### config.mk
export PLATFORM = sky130hd
export DESIGN_NAME = cfg_space_resp
export DESIGN_NICKNAME = d
export VERILOG_FILES = /design/src/rtl/cfg_space_pkg.sv /design/src/rtl/cfg_bar_slot.sv /design/src/rtl/cfg_rd_path.sv /design/src/rtl/cfg_space_resp.sv
export SDC_FILE = /design/constraint.sdc
export NUM_CORES = 1
export LEC_CHECK = 0
export BUFFER_PORTS_ARGS = -buffer_cell sky130_fd_sc_hd__buf_2
export CORE_MARGIN = 3
export CORE_UTILIZATION = 45
export DETAILED_ROUTE_END_ITERATION = 7
export HOLD_SLACK_MARGIN = 0.06
export PLACE_DENSITY = 0.69
export RECOVER_POWER = 100
export SYNTH_ARGS = -nofsm -noshare
export SYNTH_HDL_FRONTEND = slang
export SYNTH_SLANG_ARGS = --single-unit
### constraint.sdc
create_clock -name clk_i -period 1.27 [get_ports clk_i]
set_input_delay 0.254 -clock clk_i [delete_from_list [all_inputs] [get_ports clk_i]]
set_output_delay 0.254 -clock clk_i [all_outputs]
set_load 0.005 [all_outputs]
### src/rtl/cfg_space_pkg.sv
`timescale 1ns/1ps
package cfg_space_pkg;
  localparam logic [31:0] ID_WORD    = 32'h3253_4348;
  localparam logic [15:0] CMD_RST    = 16'h0001;
  localparam logic [15:0] STS_RST    = 16'h0200;
  localparam logic [7:0]  REV_ID     = 8'h10;
  localparam logic [23:0] CLASS_CODE = 24'h07_00_02;
  localparam logic [7:0]  INT_PIN    = 8'h01;
  localparam int          MAX_BARS   = 2;

  typedef enum logic [5:0] {
    DW_ID     = 6'd0,
    DW_CMDSTS = 6'd1,
    DW_CLASS  = 6'd2,
    DW_BAR0   = 6'd4,
    DW_BAR1   = 6'd5,
    DW_SUBSYS = 6'd11,
    DW_INTR   = 6'd15
  } cfg_dw_e;
endpackage

### src/rtl/cfg_bar_slot.sv
`timescale 1ns/1ps
module cfg_bar_slot #(
  parameter int BAR_BYTES = 8,
  parameter bit PRESENT   = 1'b1
) (
  input  logic        clk_i,
  input  logic        rst_ni,
  input  logic        wr_i,
  input  logic [3:0]  be_i,
  input  logic [31:0] wdata_i,
  output logic [31:0] bar_o
);
  localparam logic [31:0] SIZE_MASK = ~(32'(BAR_BYTES) - 32'd1);
  localparam logic [31:0] RST_VAL   = 32'h0000_0001;

  if (PRESENT) begin : g_live
    logic [31:0] bar_q;
    logic [31:0] wr_val;

    always_comb begin
      wr_val = (wdata_i == 32'hFFFF_FFFF) ? SIZE_MASK : wdata_i;
      wr_val = wr_val | {30'b0, bar_q[1:0]};
    end

    always_ff @(posedge clk_i or negedge rst_ni) begin
      if (!rst_ni)                    bar_q <= RST_VAL;
      else if (wr_i && &be_i)         bar_q <= wr_val;
    end

    assign bar_o = bar_q;

    p_probe_r5: assert property (@(posedge clk_i) disable iff (!rst_ni)
      (wr_i && &be_i && wdata_i == 32'hFFFF_FFFF)
        |=> bar_o == (SIZE_MASK | {30'b0, $past(bar_o[1:0])}));

    p_partial_ignored_r6: assert property (@(posedge clk_i) disable iff (!rst_ni)
      (wr_i && !(&be_i)) |=> $stable(bar_o));

    p_type_kept_r4: assert property (@(posedge clk_i) disable iff (!rst_ni)
      wr_i |=> bar_o[0]);
  end else begin : g_absent
    logic unused_in;
    assign unused_in = ^{clk_i, rst_ni, wr_i, be_i, wdata_i};
    assign bar_o = '0;
  end
endmodule

### src/rtl/cfg_rd_path.sv
`timescale 1ns/1ps
module cfg_rd_path
  import cfg_space_pkg::*;
(
  input  logic        clk_i,
  input  logic        rst_ni,
  input  logic        rd_i,
  input  logic        in_range_i,
  input  logic [5:0]  dw_i,
  input  logic [31:0] bar0_i,
  input  logic [31:0] bar1_i,
  input  logic [7:0]  int_line_i,
  output logic [31:0] rdata_o,
  output logic        rvalid_o
);
  logic [31:0] word;

  always_comb begin
    word = '0;
    if (in_range_i) begin
      unique case (dw_i)
        DW_ID, DW_SUBSYS: word = ID_WORD;
        DW_CMDSTS:        word = {STS_RST, CMD_RST};
        DW_CLASS:         word = {CLASS_CODE, REV_ID};
        DW_BAR0:          word = bar0_i;
        DW_BAR1:          word = bar1_i;
        DW_INTR:          word = {16'h0000, INT_PIN, int_line_i};
        default:          word = '0;
      endcase
    end
  end

  always_ff @(posedge clk_i or negedge rst_ni) begin
    if (!rst_ni) begin
      rdata_o  <= '0;
      rvalid_o <= 1'b0;
    end else begin
      rvalid_o <= rd_i;
      if (rd_i) rdata_o <= word;
    end
  end

  p_rvalid_next_r11: assert property (@(posedge clk_i) disable iff (!rst_ni)
    rd_i |=> rvalid_o);

  p_rvalid_idle_r11: assert property (@(posedge clk_i) disable iff (!rst_ni)
    !rd_i |=> !rvalid_o);

  p_cmdsts_fixed_r2: assert property (@(posedge clk_i) disable iff (!rst_ni)
    (rd_i && in_range_i && dw_i == DW_CMDSTS) |=> rdata_o == 32'h0200_0001);

  p_pin_fixed_r9: assert property (@(posedge clk_i) disable iff (!rst_ni)
    (rd_i && in_range_i && dw_i == DW_INTR) |=> rdata_o[31:8] == 24'h00_0001);

  p_high_zero_r10: assert property (@(posedge clk_i) disable iff (!rst_ni)
    (rd_i && !in_range_i) |=> rdata_o == 32'h0);
endmodule

### src/rtl/cfg_space_resp.sv
`timescale 1ns/1ps
module cfg_space_resp
  import cfg_space_pkg::*;
#(
  parameter int NUM_PORTS = 2,
  parameter int ADDR_W    = 12,
  parameter int BAR_BYTES = 8
) (
  input  logic              clk_i,
  input  logic              rst_ni,
  input  logic              req_valid_i,
  input  logic              req_we_i,
  input  logic [ADDR_W-1:0] req_off_i,
  input  logic [31:0]       req_wdata_i,
  input  logic [3:0]        req_be_i,
  output logic [31:0]       rdata_o,
  output logic              rvalid_o
);
  localparam int HI_W = ADDR_W - 8;

  logic        in_range;
  logic [5:0]  dw;
  logic        wr, rd;
  logic [31:0] bar_w [MAX_BARS];
  logic [7:0]  int_line_q;
  logic        unused_lsb;

  assign unused_lsb = ^req_off_i[1:0];
  assign in_range   = (req_off_i[ADDR_W-1:8] == HI_W'(0));
  assign dw         = req_off_i[7:2];
  assign wr         = req_valid_i && req_we_i && in_range;
  assign rd         = req_valid_i && !req_we_i;

  for (genvar i = 0; i < MAX_BARS; i++) begin : g_bar
    cfg_bar_slot #(
      .BAR_BYTES (BAR_BYTES),
      .PRESENT   (i < NUM_PORTS)
    ) u_slot (
      .clk_i   (clk_i),
      .rst_ni  (rst_ni),
      .wr_i    (wr && dw == 6'(DW_BAR0) + 6'(i)),
      .be_i    (req_be_i),
      .wdata_i (req_wdata_i),
      .bar_o   (bar_w[i])
    );
  end

  always_ff @(posedge clk_i or negedge rst_ni) begin
    if (!rst_ni)                                  int_line_q <= '0;
    else if (wr && dw == DW_INTR && req_be_i[0])  int_line_q <= req_wdata_i[7:0];
  end

  cfg_rd_path u_rd (
    .clk_i      (clk_i),
    .rst_ni     (rst_ni),
    .rd_i       (rd),
    .in_range_i (in_range),
    .dw_i       (dw),
    .bar0_i     (bar_w[0]),
    .bar1_i     (bar_w[1]),
    .int_line_i (int_line_q),
    .rdata_o    (rdata_o),
    .rvalid_o   (rvalid_o)
  );

  p_line_hold_r9: assert property (@(posedge clk_i) disable iff (!rst_ni)
    !(wr && dw == DW_INTR && req_be_i[0]) |=> $stable(int_line_q));

  if (NUM_PORTS < 2) begin : g_one_port_chk
    p_bar1_absent_r7: assert property (@(posedge clk_i) disable iff (!rst_ni)
      (rd && in_range && dw == DW_BAR1) |=> rdata_o == 32'h0);
  end
endmodule

==> reports/qor.yml <==
crit_required_ns: 1.53
critPathArrivalTime_ns: 1.73
cts-buffers-inserted: 9
setup_slack_ns: -0.196
dr_total_vias: 3346
ys.flop_type: "dfrtp_1"
num_rows: 36
pwr-share-clk: 0.352
p_seq_frac: 0.577
power_density_mw_per_mm2: 971
cp_max_fo: 25
drcViolationCount: 0
antenna_found_initial: 0
areaGrowthSynthToFinish_pct: 30.5
endpoint_kind: "register"
clock-sinks: 105
synthCells: 347
drive_above_1_share: 0.508
final_cell_mix: "dfrtp_1 (103), buf_2 (72), buf_4 (50), mux2_4 (42), nand2_1 (33)"
power_mw: 5.80
cp_slowest_cell: "or4_4"
yosys.cell_types.count: 38
fin_crit_ns: 1.47
synth_edf_count: 0
initial_utilization: 0.466
drtIter0Drc: 150
async_reset_ff_frac: 1.00
yosysTopAreaCellShare: 0.563
overflow: 0
avgSynthCellArea_um2: 13.2
port_buffers: 82
fp.dieH_um: 107
clkTransAtPathRegs_ns: 0.11
fin_area_mm2: 0.00597
status: "complete, but fails checks"
violations: "negative setup slack"
final_nets: 535
cts_max_level: 3
ctsRootBufferMaster: "clkbuf_8"
antenna_left: 0
ys_seq_area_frac: 0.575
synth-seq-cells: 105
io_pins: 85
core_mm2: 0.00982
p_sw_mw: 1.46
cts_tree: "built"
dr.pass1.iters: 4
hold_violations: 0
final_common_cell: "dfrtp_1"
dieArea_mm2: 0.0114
grt_first_pass_wirelength_um: 17900
pwr-share-comb: 0.071
finalSetupTns_ns: -12.05
hold_slack_ns: 0.146
place_area_mm2: 0.00560
path_cells: "buf_6, or4_4, nor3_4, nand2_2, buf_12, mux2_4"
hpwl_um: 8020
syn-num-nets: 399
routedWlPerCell_um: 17.6
slew_headroom: 0.491
sw_frac_of_total: 0.251
synth_top_cell_by_area: "dfrtp_1"
utilization: 0.608
grt_use_total: 0.201
maxSlewViolCount: 0
max_stage_delay_ns: 0.55
worstMarginPinSlew_ns: 0.764
setup_viol: 100
power_leakage_nw: 3.13
rsz0062_at_grt: "yes"
syn-cell-area_mm2: 0.00458
fin_crit_sh: 1.15
p_int_mw: 4.34
min_path_type: "input pin to register"
gp_congestion: 0.822
grt_max_degree: 34
grt_pass1_vias: 3506
die_w_um: 107
start_kind: "input pin"
worstSkewPairLatency_ns: 0.37
max-vdd-ir-drop_uv: 733
ys_top_cells_by_area: "dfrtp_1 (56%), mux2_4 (9.5%), mux2_2 (6.2%)"
yosysWarnings: 0
critical_path_class: "input pin to register"
cts_buffer_depth: 2
antenna_cells: 0
timing.fmax_ghz: 0.682
skew_ns: 0.00752
drt_wl_total_um: 11000
maxCapViolCount: 0
vias_per_cell: 5.39
cells in the mapped netlist, types with 3 or more instances:
master	n
a2111oi_0	7
a221oi_1	9
a222oi_1	4
a22oi_1	12
a41o_1	4
and3_1	12
buf_6	6
clkbuf_1	14
dfrtp_1	103
mux2_1	12
mux2_2	25
mux2_4	29
nand2_1	34
nand3_1	3
nand4_1	8
nor4_1	3
o21ai_0	33
sequential cells by signal (all words and copies together), names as in the netlist:
register and flops:
g_bar.u_slot.bar_o 64, int_line_q 8, u_rd.rdata_o 32, u_rd.rvalid_o 1
through the flow:
stage / std cells / setup WS [ns]
floorplan: 347 / -0.476
global placement: 603 / -0.566
detailed placement: 603 / -0.600
CTS: 621 / -0.165
global route: 621 / -0.218
finish: 621 / -0.196
final timing paths:
kind	start	end	slack, ns	depth (start not counted)
max in group asynchronous	rst_ni	g_bar[0].u_slot.bar_o[22]	0.15	3
min reg2reg	g_bar[0].u_slot.bar_o[1]	g_bar[0].u_slot.bar_o[1]	0.48	1
min	req_wdata_i[16]	g_bar[1].u_slot.bar_o[16]	0.15	2
min in group asynchronous	rst_ni	u_rd.rdata_o[15]	0.43	2
max reg2reg	g_bar[1].u_slot.bar_o[0]	u_rd.rdata_o[0]	0.07	3
max	req_off_i[9]	g_bar[1].u_slot.bar_o[11]	-0.20	6
power groups by stage:
stage	Combinational (mW)	Clock, mW	Sequential [mW]
floorplan	0.0735	0	3.41
global placement	0.404	0	3.41
detailed placement	0.414	0	3.41
CTS	0.432	2.10	3.35
global route	0.455	2.24	3.35
finish	0.412	2.04	3.35
cells by family after synthesis:
family | Yosys count | synth area share
flip-flops | 105 | 0.575
multiplexers | 66 | 0.186
AND/OR/NAND/NOR | 77 | 0.0943
AO/OA/AOI/OAI | 76 | 0.115
buffers and inverters | 23 | 0.0293
final cells by class:
cell class | instances | area (um^2)
Tap cell | 133 | 166
Multi-Input combinational cell | 219 | 1990
Clock buffer | 10 | 138
Sequential cell | 105 | 2630
Fill cell | 808 | 3850
Timing Repair Buffer | 147 | 983
Inverter | 1 | 3.75
Clock inverter | 6 | 61.3
metal layers:
metal  track usage  part of all wire
met1         0.270              0.44
met2         0.330              0.50
met3        0.0421             0.037
met4        0.0575             0.020
met5             0                 0
worst max-delay path, delay by kind of cell:
kind | cells | cell delay [ns]
buf+inv | 2 | 0.28
mux | 1 | 0.32
simple gates | 3 | 0.86
what timing repair did:
action	in CTS	in global routing
hold buffers	1	0
setup endpoints to repair	101	100
pin swaps	1	2
hold endpoints to repair	18	0
resized for setup	35	15
setup buffers	1	2
No activity file was read; power rests on OpenSTA's default activity.
